File: config.mk
export PLATFORM = sky130hd
export DESIGN_NAME = cavlc_stat_collector
export DESIGN_NICKNAME = d
export VERILOG_FILES = /design/src/rtl/cavlc_stat_pkg.sv /design/src/rtl/cavlc_stat_fifo.sv /design/src/rtl/cavlc_scan_stats.sv /design/src/rtl/cavlc_sym_emitter.sv /design/src/rtl/cavlc_stat_collector.sv
export SDC_FILE = /design/constraint.sdc
export NUM_CORES = 1
export LEC_CHECK = 0
export ABC_CLOCK_PERIOD_IN_PS = 4700
export BUFFER_PORTS_ARGS = -buffer_cell sky130_fd_sc_hd__buf_2
export CAP_MARGIN = 40
export CORE_MARGIN = 10
export CORE_UTILIZATION = 40
export DETAILED_ROUTE_END_ITERATION = 6
export GPL_ROUTABILITY_DRIVEN = 0
export PLACE_DENSITY = 0.55
export REMOVE_ABC_BUFFERS = 1
export SLEW_MARGIN = 20
export SYNTH_ARGS = -nofsm -noshare
export SYNTH_HDL_FRONTEND = slang
export SYNTH_SLANG_ARGS = --single-unit
File: constraint.sdc
create_clock -name clk -period 4.7 [get_ports clk]
set_input_delay 0 -clock clk [delete_from_list [all_inputs] [get_ports clk]]
set_output_delay 0 -clock clk [all_outputs]
set_load 0.02 [all_outputs]
File: src/rtl/cavlc_stat_pkg.sv
package cavlc_stat_pkg;

  localparam int BLK_N = 16;
  localparam int IDX_W = $clog2(BLK_N);
  localparam int CNT_W = $clog2(BLK_N + 1);

  typedef enum logic [2:0] {
    SYM_TOKEN   = 3'd0,
    SYM_T1SIGN  = 3'd1,
    SYM_LEVEL   = 3'd2,
    SYM_TOTZERO = 3'd3,
    SYM_RUN     = 3'd4
  } sym_kind_e;

  // forward scan index -> raster position within the 4x4 block
  function automatic logic [IDX_W-1:0] fwd_to_raster(input logic [IDX_W-1:0] fwd);
    logic [IDX_W-1:0] r;
    case (fwd)
      4'd0:  r = 4'd0;
      4'd1:  r = 4'd1;
      4'd2:  r = 4'd4;
      4'd3:  r = 4'd8;
      4'd4:  r = 4'd5;
      4'd5:  r = 4'd2;
      4'd6:  r = 4'd3;
      4'd7:  r = 4'd6;
      4'd8:  r = 4'd9;
      4'd9:  r = 4'd12;
      4'd10: r = 4'd13;
      4'd11: r = 4'd10;
      4'd12: r = 4'd7;
      4'd13: r = 4'd11;
      4'd14: r = 4'd14;
      default: r = 4'd15;
    endcase
    return r;
  endfunction

endpackage

File: src/rtl/cavlc_stat_fifo.sv
module cavlc_stat_fifo #(
  parameter int W     = 12,
  parameter int DEPTH = 16
) (
  input  logic         clk,
  input  logic         rst_n,
  input  logic         clear,
  input  logic         push,
  input  logic [W-1:0] push_data,
  input  logic         pop,
  output logic [W-1:0] head
);
  localparam int AW = (DEPTH > 1) ? $clog2(DEPTH) : 1;
  localparam int UW = $clog2(DEPTH + 1);

  logic [W-1:0]  mem [DEPTH];
  logic [AW-1:0] wr_ptr, rd_ptr;
  logic [UW-1:0] used;

  function automatic logic [AW-1:0] bump(input logic [AW-1:0] p);
    return (p == AW'(DEPTH - 1)) ? '0 : p + 1'b1;
  endfunction

  // a clear on the same edge as a push restarts the store holding that one entry
  always_ff @(posedge clk or negedge rst_n) begin
    if (!rst_n) begin
      wr_ptr <= '0;
      rd_ptr <= '0;
      used   <= '0;
      for (int i = 0; i < DEPTH; i++) mem[i] <= '0;
    end else if (clear) begin
      rd_ptr <= '0;
      wr_ptr <= push ? AW'(1) : '0;
      used   <= push ? UW'(1) : '0;
      if (push) mem[0] <= push_data;
    end else begin
      if (push) begin
        mem[wr_ptr] <= push_data;
        wr_ptr      <= bump(wr_ptr);
      end
      if (pop) rd_ptr <= bump(rd_ptr);
      used <= used + UW'(push) - UW'(pop);
    end
  end

  assign head = mem[rd_ptr];


  no_overflow_chk: assert property (@(posedge clk) disable iff (!rst_n)
    (push && !clear) |-> (used < UW'(DEPTH)));


  no_underflow_chk: assert property (@(posedge clk) disable iff (!rst_n)
    (pop && !clear) |-> (used != '0));

endmodule

File: src/rtl/cavlc_scan_stats.sv
module cavlc_scan_stats
  import cavlc_stat_pkg::*;
#(
  parameter int COEF_W = 12
) (
  input  logic              clk,
  input  logic              rst_n,
  input  logic              beat,
  input  logic [COEF_W-1:0] coef,
  output logic [IDX_W-1:0]  beat_idx,
  output logic              last_beat,
  output logic [CNT_W-1:0]  tot_coef,
  output logic [1:0]        t1_cnt,
  output logic [CNT_W-1:0]  tot_zero,
  output logic              store_clear,
  output logic              lvl_push,
  output logic              run_push,
  output logic [CNT_W-1:0]  run_val
);
  logic             t1_done;
  logic [CNT_W-1:0] zrun;

  logic             first, is_nz, is_one;
  logic [CNT_W-1:0] b_nz, b_tz, b_zrun;
  logic [1:0]       b_t1;
  logic             b_done;
  logic [CNT_W-1:0] n_nz, n_tz, n_zrun;
  logic [1:0]       n_t1;
  logic             n_done;

  always_comb begin
    first  = (beat_idx == '0);
    is_nz  = |coef;
    is_one = (coef == COEF_W'(1)) || (coef == {COEF_W{1'b1}});
    // the first beat of a block starts from clean statistics
    b_nz   = first ? '0   : tot_coef;
    b_tz   = first ? '0   : tot_zero;
    b_zrun = first ? '0   : zrun;
    b_t1   = first ? 2'd0 : t1_cnt;
    b_done = first ? 1'b0 : t1_done;

    n_nz   = b_nz;
    n_tz   = b_tz;
    n_t1   = b_t1;
    n_done = b_done;
    n_zrun = b_zrun;
    if (is_nz) begin
      n_nz   = b_nz + 1'b1;
      n_zrun = '0;
      if (!b_done && is_one && (b_t1 != 2'd3)) n_t1   = b_t1 + 1'b1;
      else                                     n_done = 1'b1;
    end else begin
      n_zrun = b_zrun + 1'b1;
      if (b_nz != '0) n_tz = b_tz + 1'b1;
    end
  end

  assign last_beat   = beat && (beat_idx == IDX_W'(BLK_N - 1));
  assign store_clear = beat && first;
  assign lvl_push    = beat && is_nz;
  // the zeros counted since the previous nonzero value belong to that value
  assign run_push    = beat && is_nz && (b_nz != '0);
  assign run_val     = b_zrun;

  always_ff @(posedge clk or negedge rst_n) begin
    if (!rst_n) begin
      beat_idx <= '0;
      tot_coef <= '0;
      tot_zero <= '0;
      t1_cnt   <= '0;
      t1_done  <= 1'b0;
      zrun     <= '0;
    end else if (beat) begin
      beat_idx <= last_beat ? '0 : beat_idx + 1'b1;
      tot_coef <= n_nz;
      tot_zero <= n_tz;
      t1_cnt   <= n_t1;
      t1_done  <= n_done;
      zrun     <= n_zrun;
    end
  end


  t1_bound_chk: assert property (@(posedge clk) disable iff (!rst_n)
    (t1_cnt <= 2'd3) && (CNT_W'(t1_cnt) <= tot_coef));


  zero_budget_chk: assert property (@(posedge clk) disable iff (!rst_n)
    (tot_coef + tot_zero) <= CNT_W'(BLK_N));

endmodule

File: src/rtl/cavlc_sym_emitter.sv
module cavlc_sym_emitter
  import cavlc_stat_pkg::*;
#(
  parameter int COEF_W = 12
) (
  input  logic              clk,
  input  logic              rst_n,
  input  logic              start,
  input  logic [CNT_W-1:0]  tot_coef,
  input  logic [1:0]        t1_cnt,
  input  logic [CNT_W-1:0]  tot_zero,
  input  logic [COEF_W-1:0] lvl_head,
  input  logic [CNT_W-1:0]  run_head,
  output logic              busy,
  output logic              sym_valid,
  input  logic              sym_ready,
  output logic [2:0]        sym_type,
  output logic [COEF_W-1:0] sym_value,
  output logic              lvl_pop,
  output logic              run_pop
);
  typedef enum logic [2:0] {
    EM_IDLE, EM_TOKEN, EM_SIGN, EM_LEVEL, EM_TOTZ, EM_RUN
  } em_state_e;

  em_state_e        state;
  logic [CNT_W-1:0] idx;
  logic [CNT_W-1:0] zeros_left;

  logic             fire;
  logic [CNT_W-1:0] idx_n, zl_n;
  em_state_e        after_levels;

  assign busy      = (state != EM_IDLE);
  assign sym_valid = busy;
  assign fire      = sym_valid && sym_ready;
  assign lvl_pop   = fire && ((state == EM_SIGN) || (state == EM_LEVEL));
  assign run_pop   = fire && (state == EM_RUN);
  assign idx_n     = idx + 1'b1;
  assign zl_n      = zeros_left - run_head;
  assign after_levels = (tot_coef < CNT_W'(BLK_N)) ? EM_TOTZ : EM_IDLE;

  always_comb begin
    sym_value = '0;
    sym_type  = SYM_TOKEN;
    case (state)
      EM_SIGN: begin
        sym_type     = SYM_T1SIGN;
        sym_value[0] = lvl_head[COEF_W-1];
      end
      EM_LEVEL: begin
        sym_type  = SYM_LEVEL;
        sym_value = lvl_head;
      end
      EM_TOTZ: begin
        sym_type             = SYM_TOTZERO;
        sym_value[CNT_W-1:0] = tot_zero;
      end
      EM_RUN: begin
        sym_type             = SYM_RUN;
        sym_value[CNT_W-1:0] = run_head;
      end
      default: sym_value[CNT_W+1:0] = {tot_coef, t1_cnt};
    endcase
  end

  always_ff @(posedge clk or negedge rst_n) begin
    if (!rst_n) begin
      state      <= EM_IDLE;
      idx        <= '0;
      zeros_left <= '0;
    end else begin
      case (state)
        EM_IDLE: if (start) begin
          state <= EM_TOKEN;
          idx   <= '0;
        end
        EM_TOKEN: if (fire) begin
          if (tot_coef == '0)    state <= EM_IDLE;
          else if (t1_cnt != '0) state <= EM_SIGN;
          else                   state <= EM_LEVEL;
        end
        EM_SIGN, EM_LEVEL: if (fire) begin
          idx <= idx_n;
          if (idx_n < CNT_W'(t1_cnt)) state <= EM_SIGN;
          else if (idx_n < tot_coef)  state <= EM_LEVEL;
          else                        state <= after_levels;
        end
        EM_TOTZ: if (fire) begin
          zeros_left <= tot_zero;
          idx        <= '0;
          if ((tot_zero == '0) || (tot_coef == CNT_W'(1))) state <= EM_IDLE;
          else                                           state <= EM_RUN;
        end
        EM_RUN: if (fire) begin
          zeros_left <= zl_n;
          idx        <= idx_n;
          if ((zl_n == '0) || (idx_n == tot_coef - 1'b1)) state <= EM_IDLE;
        end
        default: state <= EM_IDLE;
      endcase
    end
  end


  hold_under_stall_chk: assert property (@(posedge clk) disable iff (!rst_n)
    (sym_valid && !sym_ready) |=> (sym_valid && $stable(sym_type) && $stable(sym_value)));


  token_leads_chk: assert property (@(posedge clk) disable iff (!rst_n)
    $rose(sym_valid) |-> (sym_type == SYM_TOKEN));


  run_needs_zeros_chk: assert property (@(posedge clk) disable iff (!rst_n)
    (state == EM_RUN) |-> ((zeros_left != '0) && (run_head <= zeros_left)));

endmodule

File: src/rtl/cavlc_stat_collector.sv
module cavlc_stat_collector
  import cavlc_stat_pkg::*;
#(
  parameter int COEF_W = 12
) (
  input  logic              clk,
  input  logic              rst_n,
  input  logic              coef_valid,
  output logic              coef_ready,
  input  logic [COEF_W-1:0] coef_data,
  output logic [3:0]        scan_pos,
  output logic              sym_valid,
  input  logic              sym_ready,
  output logic [2:0]        sym_type,
  output logic [COEF_W-1:0] sym_value
);
  logic              beat, busy;
  logic [IDX_W-1:0]  beat_idx;
  logic              last_beat, store_clear, lvl_push, run_push, lvl_pop, run_pop;
  logic [CNT_W-1:0]  tot_coef, tot_zero, run_val, run_head;
  logic [1:0]        t1_cnt;
  logic [COEF_W-1:0] lvl_head;

  assign coef_ready = !busy;
  assign beat       = coef_valid && coef_ready;
  // beats arrive back to front through the forward scan
  assign scan_pos   = fwd_to_raster(IDX_W'(BLK_N - 1) - beat_idx);

  cavlc_scan_stats #(.COEF_W(COEF_W)) u_scan (
    .clk(clk), .rst_n(rst_n), .beat(beat), .coef(coef_data),
    .beat_idx(beat_idx), .last_beat(last_beat),
    .tot_coef(tot_coef), .t1_cnt(t1_cnt), .tot_zero(tot_zero),
    .store_clear(store_clear), .lvl_push(lvl_push),
    .run_push(run_push), .run_val(run_val)
  );

  cavlc_stat_fifo #(.W(COEF_W), .DEPTH(BLK_N)) u_lvl_store (
    .clk(clk), .rst_n(rst_n), .clear(store_clear), .push(lvl_push),
    .push_data(coef_data), .pop(lvl_pop), .head(lvl_head)
  );

  cavlc_stat_fifo #(.W(CNT_W), .DEPTH(BLK_N)) u_run_store (
    .clk(clk), .rst_n(rst_n), .clear(store_clear), .push(run_push),
    .push_data(run_val), .pop(run_pop), .head(run_head)
  );

  cavlc_sym_emitter #(.COEF_W(COEF_W)) u_emit (
    .clk(clk), .rst_n(rst_n), .start(last_beat),
    .tot_coef(tot_coef), .t1_cnt(t1_cnt), .tot_zero(tot_zero),
    .lvl_head(lvl_head), .run_head(run_head), .busy(busy),
    .sym_valid(sym_valid), .sym_ready(sym_ready),
    .sym_type(sym_type), .sym_value(sym_value),
    .lvl_pop(lvl_pop), .run_pop(run_pop)
  );


  token_after_last_chk: assert property (@(posedge clk) disable iff (!rst_n)
    last_beat |=> (sym_valid && (sym_type == SYM_TOKEN) && !coef_ready));


  refused_beat_chk: assert property (@(posedge clk) disable iff (!rst_n)
    (coef_valid && !coef_ready) |=> $stable(scan_pos));

endmodule

### Word-level counts from Yosys, hierarchy flattened

Memories as Yosys holds them, arrays and structs flattened.
Index checks and enable logic that the tools add are counted.

* memory bits (read-only): 64
* bits in registers: 323
* logic and storage cells: 207
* input port bits: 16
* memories: 1
* output and inout port bits: 21

Memories
* (name not given): words 16, bits a word 4, read ports 1, clocked after Yosys merged registers in 0, wr ports 0, RTL line cavlc_stat_pkg.sv:18 `case (fwd)`

* multiplexer cells: 71
* reduce and logical (&&, ||, !) cells: 41
* $add $sub $neg: 13
* order comparisons: 9
* bitwise operators: 5
* eq/ne operators: 22

Operator list (count)
* bitwise mux 192 bit: 1
* two-way mux 192 bit: 1
* two-way mux 5 bit: 18
* bitwise mux 80 bit: 1
* two-way mux 80 bit: 1
* two-way mux 12 bit: 5
* two-way mux 4 bit: 13
* binary-select mux 12 bit (select 4 bit): 1
* demux 12 bit (select 4 bit): 1
* two-way mux 3 bit: 11
* adder 4 x 1 -> 4 bit (second input constant): 5
* adder 5 x 1 -> 5 bit (second input constant): 4
* binary-select mux 5 bit (select 4 bit): 1
* demux 5 bit (select 4 bit): 1
* == test 4 bit (second input constant): 5
* greater-or-equal comparator 5 bit (second input constant): 4
* NOT 4 -> 5 bit: 4
* one-hot mux 4 bit (4 select lines): 1
* logical NOT 5 bit: 3
* one-hot mux 3 bit (5 select lines): 1
* one-hot mux 5 bit (3 select lines): 1
* == test 12 x 1 -> 1 bit (second input constant): 1
* == test 12 bit (second input constant): 1
* logical AND 1 bit: 12
* other kinds (36): 64

### Logic depth before layout (Yosys ltp)

Gate-level depths: netlist (run 1).

* word-level depth: 10
* depth in mapped cells: 15
* mapped depth without buffers: 13

### Hierarchy

Synthesis (run 1) repeated with hierarchy kept, for this count alone.

* cell total of the unflattened synthesis: 1273
* area, all modules: 16533.4 um^2

Modules (own cells, without submodules)
* cavlc_stat_fifo (u_lvl_store): times used 1, cells each 588, area an instance 9125.0 um^2, seq. area each 5004.8 um^2
* cavlc_stat_fifo (u_run_store): times used 1, cells each 308, area an instance 4257.8 um^2, seq. area each 2202.1 um^2
* cavlc_sym_emitter: times used 1, cells each 189, area an instance 1478.9 um^2, seq. area each 325.3 um^2
* cavlc_scan_stats: times used 1, cells each 163, area an instance 1472.7 um^2, seq. area each 550.5 um^2
* cavlc_stat_collector: times used 1, cells each 25, area an instance 198.9 um^2, seq. area each 0.0 um^2

### Least setup slack after synthesis (run 1)

No wires, ideal clock.

* path type: flip-flop to flip-flop
* start: register u_run_store.rd_ptr[0]
* end: register u_emit.state[0]
* arrival: 3.624 ns
* path slack: 0.940 ns
* data required time: 4.565 ns
* period minus slack after synthesis: 3.760 ns
* setup time: 0.135 ns
* stages on the path, launching flop included: 13
* cells stage by stage: dfrtp_1 > clkbuf_1 > buf_2 > mux4_2 > mux4_2 > inv_1 > ha_1 > a21o_1 > a31oi_1 > xnor2_1 > or4b_2 > o221ai_1 > a31oi_1

* cells in the longest elaborated chain, start to end: 9

RTL lines
* start, declared: RTL line cavlc_stat_fifo.sv:17 `logic [AW-1:0] wr_ptr, rd_ptr;`
* start signal, assigned: RTL line cavlc_stat_fifo.sv:41 `if (pop) rd_ptr <= bump(rd_ptr);`
* NOT 4 -> 5 bit (implied by the code): RTL line cavlc_stat_fifo.sv:46 `assign head = mem[rd_ptr];`
* binary-select mux 5 bit (select 4 bit): RTL line cavlc_stat_fifo.sv:46
* two-way mux 5 bit (implied by the code) (2 in a row): RTL line cavlc_stat_fifo.sv:46
* subtractor 5 bit: RTL line cavlc_sym_emitter.sv:40 `assign zl_n = zeros_left - run_head;`
* logical NOT 5 bit: RTL line cavlc_sym_emitter.sv:98 `if ((zl_n == '0) || (idx_n == tot_coef - 1'b1)) state <= EM_IDLE;`
* logical OR 1 bit: RTL line cavlc_sym_emitter.sv:98
* inequality test 2 bit (no line)
* AND reduction 6 bit (no line)
* end signal, assigned: RTL line cavlc_sym_emitter.sv:87 `else state <= after_levels;`
* end, declared: RTL line cavlc_sym_emitter.sv:26 `em_state_e state;`

Every way passes these cells. The select of a mux whose other input is x is not followed.
A chain may end at the register's enable or synchronous reset.

### Worst setup path after layout (run 1)

Ends and elaborated chain as after synthesis.

==> metrics.md, run 1 <==
| Metric | Value |
|---|---|
| IO Pins | 37 |
| Largest net degree at the start of global routing | 120 |
| Gr usage total | 17.0% |
| CTS Root Cell | clkbuf_16 |
| Final Hold Fails | 0 |
| Clock skew | 0.0212 ns |
| Number of cells on the worst reg-to-reg path | 11 |
| Top_reg_cell synth | dfrtp_1 |
| Most instantiated cells after synthesis | dfrtp_1, mux2_2, nand2_1 |
| Post-layout min period | 3.73 ns |
| Design Power | 9.77 mW |
| Starting Density | 40.4% |
| Total CTS buffers | 38 |
| Async set-reset flop share out of synthesis | 100% |
| Vias in the first global route | 10500 |
| Slew Limit Fails | 0 |
| Worst Tran Pin Value | 0.857 ns |
| P_sw | 3.24 mW |
| Clk pwr share | 32.1% |
| Worst path arrival time | 4.13 ns |
| Comb pwr share | 29.7% |
| Setup tns final | 0 ns |
| Sequential power share | 38.2% |
| Die W | 220 um |
| Detail Placement HPWL | 26800 um |
| Core Area | 39600 um2 |
| Gr ovfl total | 0 |
| Fillers | 3575 |
| Crit. End Element | flip-flop |
| Worst-path clk slew | 0.06 ns |
| CP Class | flip-flop to flip-flop |
| Drt pass-1 iters | 5 |
| Max-slew headroom | 42.7% |
| Yosys cell types | 58 |
| Power per cell area | 533 nW/um2 |
| Ys Warns | 0 |
| Fraction of the cycle the final worst path needs | 79.3% |
| CTS tree | built |
| First DRT Iteration DRCs | 689 |
| Setup bufs post-CTS | 0 |
| LEAKAGE | 8.46 nW |
| Final ANT Viol Nets | 0 |
| Register area share after synthesis | 50.5% |
| Cell with the most instances after synthesis | dfrtp_1 |
| Peak supply drop | 0.346 mV |
| Mean Syn Cell Area | 12.9 um2 |
| Layout cells sized above 1 | 34.6% |
| RSZ-0062 raised after global routing | no |
| HP Class | input pin to flip-flop |
| Clock latency on the worst-skew pair | 0.55 ns |
| Yosys reg bits | 323 |
| Final core occ | 46.3% |
| CTS Sinks | 323 |
| Initial antenna violation count | 0 |
| Top cell type by total area after synthesis | dfrtp_1 |
| Post-DR wirelength/cell | 22.1 um |
| Total wire length | 40400 um |
| Area delta synth->final | 14.6% |
| Share of the synthesized area in the top cell type | 50.5% |
| Mapped cell area | 16000 um2 |
| Critical path peak fanout | 25 |
| Residual DRC | 0 |
| Input/output buffers | 36 |
| CTS H-Tree Depth | 2 |
| Hold_ws | 0.0398 ns |
| Slowest cell on crit path | or4b_2 |
| Max-cap violations | 0 |
| Critical path launch point type | flip-flop |
| Slowest stage delay, CP | 0.64 ns |
| Sw Ratio | 33.2% |
| Nets | 1330 |
| Hold path cells | 4 |
| CP Cell Sequence | buf_4, mux4_2, mux4_2, inv_1, ha_1, a21o_1, a31oi_1, xnor2_1, or4b_2, o221ai_1, a31oi_1 |
| Die height | 220 um |
| Die ar. | 48400 um2 |
| Cell Rows | 73 |
| Antenna cells | 0 |
| First-pass GRT wire length | 63800 um |
| Cells after Synth | 1240 |
| Fmax | 268 MHz |
| Critical Path RT | 5.11 ns |
| Number of synthesized flops with an enable pin | 0 |
| Vias | 10100 |
| Final setup fails | 0 |
| Via density | 5.54 |
| Int Pwr | 6.53 mW |
| Clock Tree Buf Depth | 3 |
| Ranking of synthesized cells by area | dfrtp_1, mux2_2, mux4_2 |
| Status | completed |
==> final cells by class <==
class / count / area, um2 / share of cell area [%]
sequential: 323 / 8090 / 44.1
multi-input combinational: 795 / 7450 / 40.6
clock buffer: 53 / 1090 / 5.93
timing repair buffer: 85 / 678 / 3.70
tap: 525 / 657 / 3.58
clock inverter: 16 / 255 / 1.39
inverter: 34 / 128 / 0.696
==> routing by layer <==
layer	GRT usage [%]	wire, um	up-vias
met5	0	0	-
met4	5.32	1080	0
met3	3.00	1700	63
met2	27.3	19300	183
met1	23.1	18300	5296
li1	-	-	4604
==> cell families after synthesis <==
logic type	Yosys count	share of synthesized area, %
and+or+nand+nor	248	7.39
buffers and inverters	122	3.06
adders and majority gates	37	2.94
DFF	323	50.5
muxes	331	29.0
AOI/OAI and AO/OA	155	5.85
xor gates and xnor gates	24	1.31
==> critical path, delay by kind of cell, from the launching register on <==
family	cells	cell delay [ns]
muxes	2	1.08
xor gates and xnor gates	1	0.11
DFF	1	0.32
adders and majority gates	1	0.26
and+or+nand+nor	1	0.64
buffers and inverters	2	0.46
AOI/OAI and AO/OA	4	0.70
==> through the flow <==
step	cell area, um2	instances	setup slack, ns
5_1_grt	18300	1831	0.788
6_report	18300	1831	0.973
3_3_place_gp	16700	1737	1.02
3_5_place_dp	16800	1747	0.947
2_1_floorplan	15600	1152	0.772
4_1_cts	18300	1830	0.950
==> worst paths after layout <==
check	start	end	slack, ns
min in group asynchronous	rst_n	u_run_store.mem[28]$_DFFE_PN0P_	0.06
worst max register to register	u_run_store.rd_ptr[0]$_DFFE_PN0P_	u_emit.state[0]$_DFFE_PN0P_	0.97
worst max-delay path	u_run_store.rd_ptr[0]$_DFFE_PN0P_	u_emit.state[0]$_DFFE_PN0P_	0.97
max in group asynchronous	rst_n	u_lvl_store.mem[188]$_DFFE_PN0P_	3.47
worst min-delay path	coef_valid	u_scan.beat_idx[1]$_DFFE_PN0P_	0.04
worst min register to register	u_run_store.mem[46]$_DFFE_PN0P_	u_run_store.mem[46]$_DFFE_PN0P_	0.48
==> flip-flops by register name, summed over array words and instances, names as in the netlist <==
| register | flops |
|---|---|
| u_emit.idx | 5 |
| u_scan.tot_zero | 5 |
| u_emit.state | 3 |
| u_scan.zrun | 5 |
| u_run_store.rd_ptr | 4 |
| u_scan.t1_cnt | 2 |
| u_run_store.mem | 80 |
| u_run_store.wr_ptr | 4 |
| u_scan.tot_coef | 5 |
| u_lvl_store.wr_ptr | 4 |
| u_lvl_store.rd_ptr | 4 |
| u_lvl_store.mem | 192 |
| u_scan.beat_idx | 4 |
| u_scan.t1_done | 1 |
| u_emit.zeros_left | 5 |
==> cell usage in the layout (no fill, tap or decap), drive strengths merged, types with 10 or more instances in the layout <==
| master | n |
|---|---|
| a21oi | 24 |
| buf | 71 |
| clkbuf | 53 |
| dfrtp | 323 |
| dlygate4sd3 | 14 |
| ha | 36 |
| inv | 37 |
| mux2 | 239 |
| mux2i | 10 |
| mux4 | 82 |
| nand2 | 103 |
| nand3 | 32 |
| nand4 | 11 |
| nor2 | 44 |
| nor2b | 15 |
| o21ai | 76 |
| xnor2 | 12 |
| xor2 | 12 |
==> power by group through the flow <==
stage | Combinational, mW | Sequential [mW] | Clock [mW]
floorplan | 1.92 | 3.75 | 0
global placement | 2.88 | 3.77 | 0
detailed placement | 2.92 | 3.78 | 0
CTS | 2.94 | 3.73 | 3.20
global route | 3.19 | 3.81 | 3.31
finish | 2.90 | 3.73 | 3.13
==> what timing repair did <==
| action | 4_1_cts | 5_1_grt |
|---|---|---|
| resized for setup | 0 | 0 |
| hold endpoints to repair | 284 | 0 |
| endpoints found under the setup margin | 0 | 0 |
| hold buffers | 14 | 0 |
Power figures use the tool's default switching activity.
==> inputs of run 2 (changes only) <==
- ABC_CLOCK_PERIOD_IN_PS: 4700 -> 3200
- PLACE_DENSITY: 0.55 -> 0.57
- clock period: 4.7 -> 3.2 ns (I/O delays scaled with it)
==> metrics.md, run 2 (synthesis results as in run 1) <==
| Metric | Value |
|---|---|
| Max-cap violations | 0 |
| Slowest cell on crit path | or4b_4 |
| CTS Root Cell | clkbuf_16 |
| CP Class | flip-flop to flip-flop |
| Commonest cells after routing, fill and taps aside | dfrtp_1, mux2_2, nand2_1, mux4_2, o21ai_0 |
| Fraction of the cycle the final worst path needs | 104% |
| Crit. End Element | flip-flop |
| Worst-path clk slew | 0.06 ns |
| RSZ-0062 raised after global routing | yes |
| Critical path launch point type | flip-flop |
| Hold_sp | coef_valid |
| Vias | 10400 |
| Biggest regs | u_lvl_store.mem (192), u_run_store.mem (80) |
| Layout cells sized above 1 | 37.0% |
| Worst Tran Pin Value | 0.810 ns |
| Vias in the first global route | 10800 |
| Drt pass-1 iters | 5 |
| Critical path peak fanout | 6 |
| Crit path launch | u_run_store.rd_ptr[0]$_DFFE_PN0P_ |
| Starting Density | 40.4% |
| Fmax | 300 MHz |
| Largest reg by FF count | u_lvl_store.mem |
| Clock skew | 0.0258 ns |
| Commonest non-fill, non-tap cell in the layout | dfrtp_1 |
| Detail Placement HPWL | 27500 um |
| Top Family by Delay on Critical Path | multiplexers |
| CTS Sinks | 323 |
| Via density | 5.56 |
| Die W | 220 um |
| Design Power | 14.2 mW |
| Final ANT Viol Nets | 0 |
| HP Class | input pin to flip-flop |
| Residual DRC | 0 |
| IO Pins | 37 |
| CP Buf/Inv Count | 3 |
| Slowest stage delay, CP | 0.56 ns |
| Cell repeated most along the worst path | mux4_2 |
| First-pass GRT wire length | 64700 um |
| Initial antenna violation count | 0 |
| CP Cell Sequence | buf_12, mux4_2, mux4_2, inv_2, ha_4, buf_4, a31oi_4, xnor2_1, or4b_4, o221ai_2, a31oi_1 |
| Power per cell area | 763 nW/um2 |
| Violated checks | negative setup slack |
| Peak supply drop | 0.451 mV |
| Clock Tree Buf Depth | 3 |
| Final setup fails | 2 |
| Nets | 1370 |
| Setup ws final | -0.128 ns |
| Input/output buffers | 36 |
| First DRT Iteration DRCs | 722 |
| Fin area | 18700 um2 |
| Final Hold Fails | 0 |
| Area delta synth->final | 16.5% |
| CTS H-Tree Depth | 2 |
| Die height | 220 um |
| Max-slew headroom | 46.0% |
| Cell Rows | 73 |
| Critical Path RT | 3.58 ns |
| Largest net degree at the start of global routing | 97 |
| Antenna cells | 0 |
| Post-DR wirelength/cell | 21.9 um |
| Gr usage total | 17.3% |
| LEAKAGE | 8.62 nW |
| CTS tree | built |
| Slew Limit Fails | 0 |
| Post-Place Cell Area | 17200 um2 |
| Final core occ | 47.0% |
| Total wire length | 41000 um |
| Post-layout min period | 3.33 ns |
| Worst path arrival time | 3.71 ns |
| Total CTS buffers | 36 |
| Crit Reg-Reg Startpoint | u_run_store.rd_ptr[0]$_DFFE_PN0P_ |
| Number of flip-flops in the largest register | 192 |
| Core Area | 39600 um2 |
| Gr ovfl total | 0 |
| Die ar. | 48400 um2 |
| Clock latency on the worst-skew pair | 0.54 ns |
| Status | finished, violations left |
-- run 2: where the power goes --
group	leakage [nW]	switching, mW	total [mW]	internal [mW]
sequential	4.40	0.547	5.31	4.76
clock	0.582	1.67	4.16	2.50
combinational	3.64	2.47	4.75	2.29
total	8.62	4.68	14.2	9.54
-- run 2: timing repair --
| action | in CTS | in global routing |
|---|---|---|
| hold buffers | 14 | 0 |
| pin swaps | 6 | 6 |
| gates resized for setup | 8 | 7 |
| hold endpoints to repair | 273 | 0 |
| buffers inserted | 3 | 1 |
| endpoints found under the setup margin | 2 | 8 |
-- run 2: final cells by class --
class                      count  area [um2]
clock inverter                10         140
clock buffer                  55        1040
inverter                      34         128
tap                          525         657
timing repair buffer         127        1090
sequential                   323        8090
multi-input combinational    795        7510
fill                        3558       21000
-- run 2: worst paths after layout --
check,endpoint,slack (ns),cells past startpoint
setup / recovery,u_emit.state[2]$_DFFE_PN0P_,-0.13,11
hold / removal,u_scan.beat_idx[2]$_DFFE_PN0P_,0.07,4
setup reg to reg,u_emit.state[2]$_DFFE_PN0P_,-0.13,11
hold reg to reg,u_run_store.mem[65]$_DFFE_PN0P_,0.48,2
max in group asynchronous,u_lvl_store.mem[113]$_DFFE_PN0P_,2.09,3
min in group asynchronous,u_run_store.mem[29]$_DFFE_PN0P_,0.09,2
-- run 2: stage by stage --
stage,hold WS (ns),instances,worst slack (ns),setup TNS (ns)
floorplan,-0.296,1152,-0.728,-4.76
global placement,0.0959,1784,-0.272,-0.544
detailed placement,0.0922,1786,-0.345,-0.654
CTS,0.0545,1868,-0.125,-0.218
global route,0.0891,1869,-0.197,-0.366
finish,0.0669,1869,-0.128,-0.229
-- run 2: worst reg2reg max path, cell delays in order, from the launching register on --
cell	delay (ns)
dfrtp_1	0.41
buf_12	0.15
mux4_2	0.50
mux4_2	0.54
inv_2	0.10
ha_4	0.20
buf_4	0.15
a31oi_4	0.17
xnor2_1	0.11
or4b_4	0.56
o221ai_2	0.20
a31oi_1	0.12
-- run 2: routing by layer --
metal,part of all wire [%],global-route usage (%),vias to the layer above
met4,3.1,5.91,0
li1,-,-,4698
met2,48,27.8,193
met5,0,0,-
met1,45,23.4,5438
met3,3.6,2.54,68
==> inputs of run 3 (changes only) <==
- REMOVE_ABC_BUFFERS: 1 -> default
==> metrics.md, run 3 (synthesis results as in run 1) <==
| Metric | Value |
|---|---|
| Status | finished, violations left |
| Violated checks | negative setup slack |
| Number of cells on the worst reg-to-reg path | 11 |
| Power per cell area | 765 nW/um2 |
| Nets | 1382 |
| FF/Latch Area | 8090 um2 |
| Post-layout min period | 3.29 ns |
| Vias in the first global route | 10800 |
| Commonest non-fill, non-tap cell in the layout | dfrtp_1 |
| Biggest regs | u_lvl_store.mem (192), u_run_store.mem (80) |
| Grt met3 use | 2.88% |
| CP Cell Sequence | buf_12, mux4_2, mux4_2, inv_2, ha_4, a21o_1, a31oi_2, xnor2_2, or4b_4, o221ai_4, a31oi_1 |
| Critical path peak fanout | 7 |
| CTS Root Cell | clkbuf_16 |
| Commonest cells after routing, fill and taps aside | dfrtp_1, mux2_2, nand2_1, mux4_2, buf_4 |
| Area of the multi-input gates | 7530 um2 |
| Fraction of the cycle the final worst path needs | 103% |
| Fin area | 18700 um2 |
| Post-Place Cell Area | 17200 um2 |
| Setup ws final | -0.0854 ns |
| Initial antenna violation count | 1 |
| Cell repeated most along the worst path | mux4_2 |
| Die height | 220 um |
| LEAKAGE | 8.65 nW |
| IO Pins | 37 |
| Final setup fails | 3 |
| Fmax | 304 MHz |
| Placed Instances | 1785 |
| Largest net degree at the start of global routing | 77 |
| Final Hold Fails | 0 |
| R2r endpoint | u_emit.state[0]$_DFFE_PN0P_ |
| Layout cells sized above 1 | 37.5% |
| Number of flip-flops in the largest register | 192 |
| Setup tns final | -0.167 ns |
| Slew Limit Fails | 0 |
| Cell Rows | 73 |
| Pre-CTS setup slack | -0.183 ns |
| Final cell count without fillers | 1878 |
| Largest reg by FF count | u_lvl_store.mem |
| Die W | 220 um |
| Final core occ | 47.1% |
| Gr usage total | 17.3% |
| Met2 Usage GRT | 27.8% |
| Max-cap violations | 0 |
| Clock latency on the worst-skew pair | 0.55 ns |
| First-pass GRT wire length | 64400 um |
| Syn_nets | 1293 |
| Fillers | 3597 |
| Drt pass-1 iters | 5 |
| Core Area | 39600 um2 |
| Clock skew | 0.0135 ns |
| Max-slew headroom | 52.6% |
| Vias | 10300 |
| CTS H-Tree Depth | 2 |
| Final ANT Viol Nets | 0 |
| Slowest stage delay, CP | 0.53 ns |
| Most Crowded Layer GR | met2 |
| First DRT Iteration DRCs | 722 |
| Starting Density | 40.4% |
| Worst-path clk slew | 0.06 ns |
| CTS Sinks | 323 |
| Input/output buffers | 36 |
| Clock Tree Buf Depth | 3 |
| Total CTS buffers | 37 |
| Post-DR wirelength/cell | 21.7 um |
| CTS tree | built |
| Critical Path RT | 3.61 ns |
| Gr ovfl total | 0 |
| Met1 usage | 23.5% |
| Crit. End Element | flip-flop |
| Worst Tran Pin Value | 0.711 ns |
| CP Class | flip-flop to flip-flop |
| Slowest cell on crit path | or4b_4 |
| RSZ-0062 raised after global routing | yes |
| Worst path arrival time | 3.69 ns |
| Die ar. | 48400 um2 |
| Via density | 5.50 |
| Crit Reg-Reg Startpoint | u_run_store.rd_ptr[0]$_DFFE_PN0P_ |
| Peak supply drop | 0.578 mV |
| Area delta synth->final | 16.7% |
| HP Class | input pin to asynchronous set/reset pin |
| Residual DRC | 0 |
| Antenna cells | 0 |
| Critical path launch point type | flip-flop |
| Worst R2R Setup Slack | -0.09 ns |
| Detail Placement HPWL | 27200 um |
| Total wire length | 40800 um |
run 3: worst max-delay path by stage:
stage | endpoint | cells after the start | slack [ns] | start
final | u_emit.state[0]$_DFFE_PN0P_ | 11 | -0.09 | u_run_store.rd_ptr[0]$_DFFE_PN0P_
after global routing | u_emit.state[0]$_DFFE_PN0P_ | 14 | -0.19 | u_run_store.rd_ptr[0]$_DFFE_PN0P_
after CTS | u_emit.state[0]$_DFFE_PN0P_ | 11 | -0.11 | u_run_store.rd_ptr[0]$_DFFE_PN0P_
after detailed placement | u_emit.state[0]$_DFFE_PN0P_ | 11 | -0.18 | u_run_store.rd_ptr[0]$_DFFE_PN0P_
after global placement | u_emit.state[0]$_DFFE_PN0P_ | 11 | -0.15 | u_run_store.rd_ptr[0]$_DFFE_PN0P_
after floorplan | u_emit.state[0]$_DFFE_PN0P_ | 12 | -0.001 | u_run_store.rd_ptr[0]$_DFFE_PN0P_
run 3: final cells by class:
class | count | share of cell area, %
sequential | 323 | 43.3
timing repair buffer | 138 | 5.95
inverter | 34 | 0.683
clock inverter | 4 | 0.315
clock buffer | 59 | 5.94
tap | 525 | 3.52
multi-input combinational | 795 | 40.3
run 3: what timing repair did:
| item | in CTS | in global routing |
|---|---|---|
| gates resized for setup | 6 | 8 |
| gates cloned | 1 | 0 |
| setup endpoints to repair | 3 | 5 |
| hold buffers | 14 | 0 |
| buffers inserted | 0 | 15 |
| endpoints found under the hold margin | 408 | 0 |
| pin swaps | 2 | 6 |
run 3: worst max-delay path, delay by kind of cell, from the launching register on:
| family | cells | cell delay, ns |
|---|---|---|
| xor+xnor | 1 | 0.10 |
| buf+inv | 2 | 0.24 |
| simple gates | 1 | 0.53 |
| flops | 1 | 0.41 |
| mux | 2 | 1.02 |
| compound gates | 4 | 0.64 |
| fa+ha+maj | 1 | 0.19 |
run 3: stage by stage:
| stage | power [mW] | hold slack, ns |
|---|---|---|
| floorplan | 8.52 | -0.296 |
| global placement | 9.99 | 0.0300 |
| detailed placement | 10.1 | 0.0421 |
| CTS | 14.3 | 0.0450 |
| global route | 15.1 | 0.0724 |
| finish | 14.3 | 0.00846 |
run 3: metal layers:
metal / wire [um] / up-vias
li1: - / 4688
met1: 18800 / 5366
met2: 19400 / 202
met3: 1660 / 63
met4: 941 / 2
met5: 13 / -
run 3: report_power, final:
group          internal, mW  switching [mW]
sequential             4.76           0.575
clock                  2.45            1.68
combinational          2.32            2.50
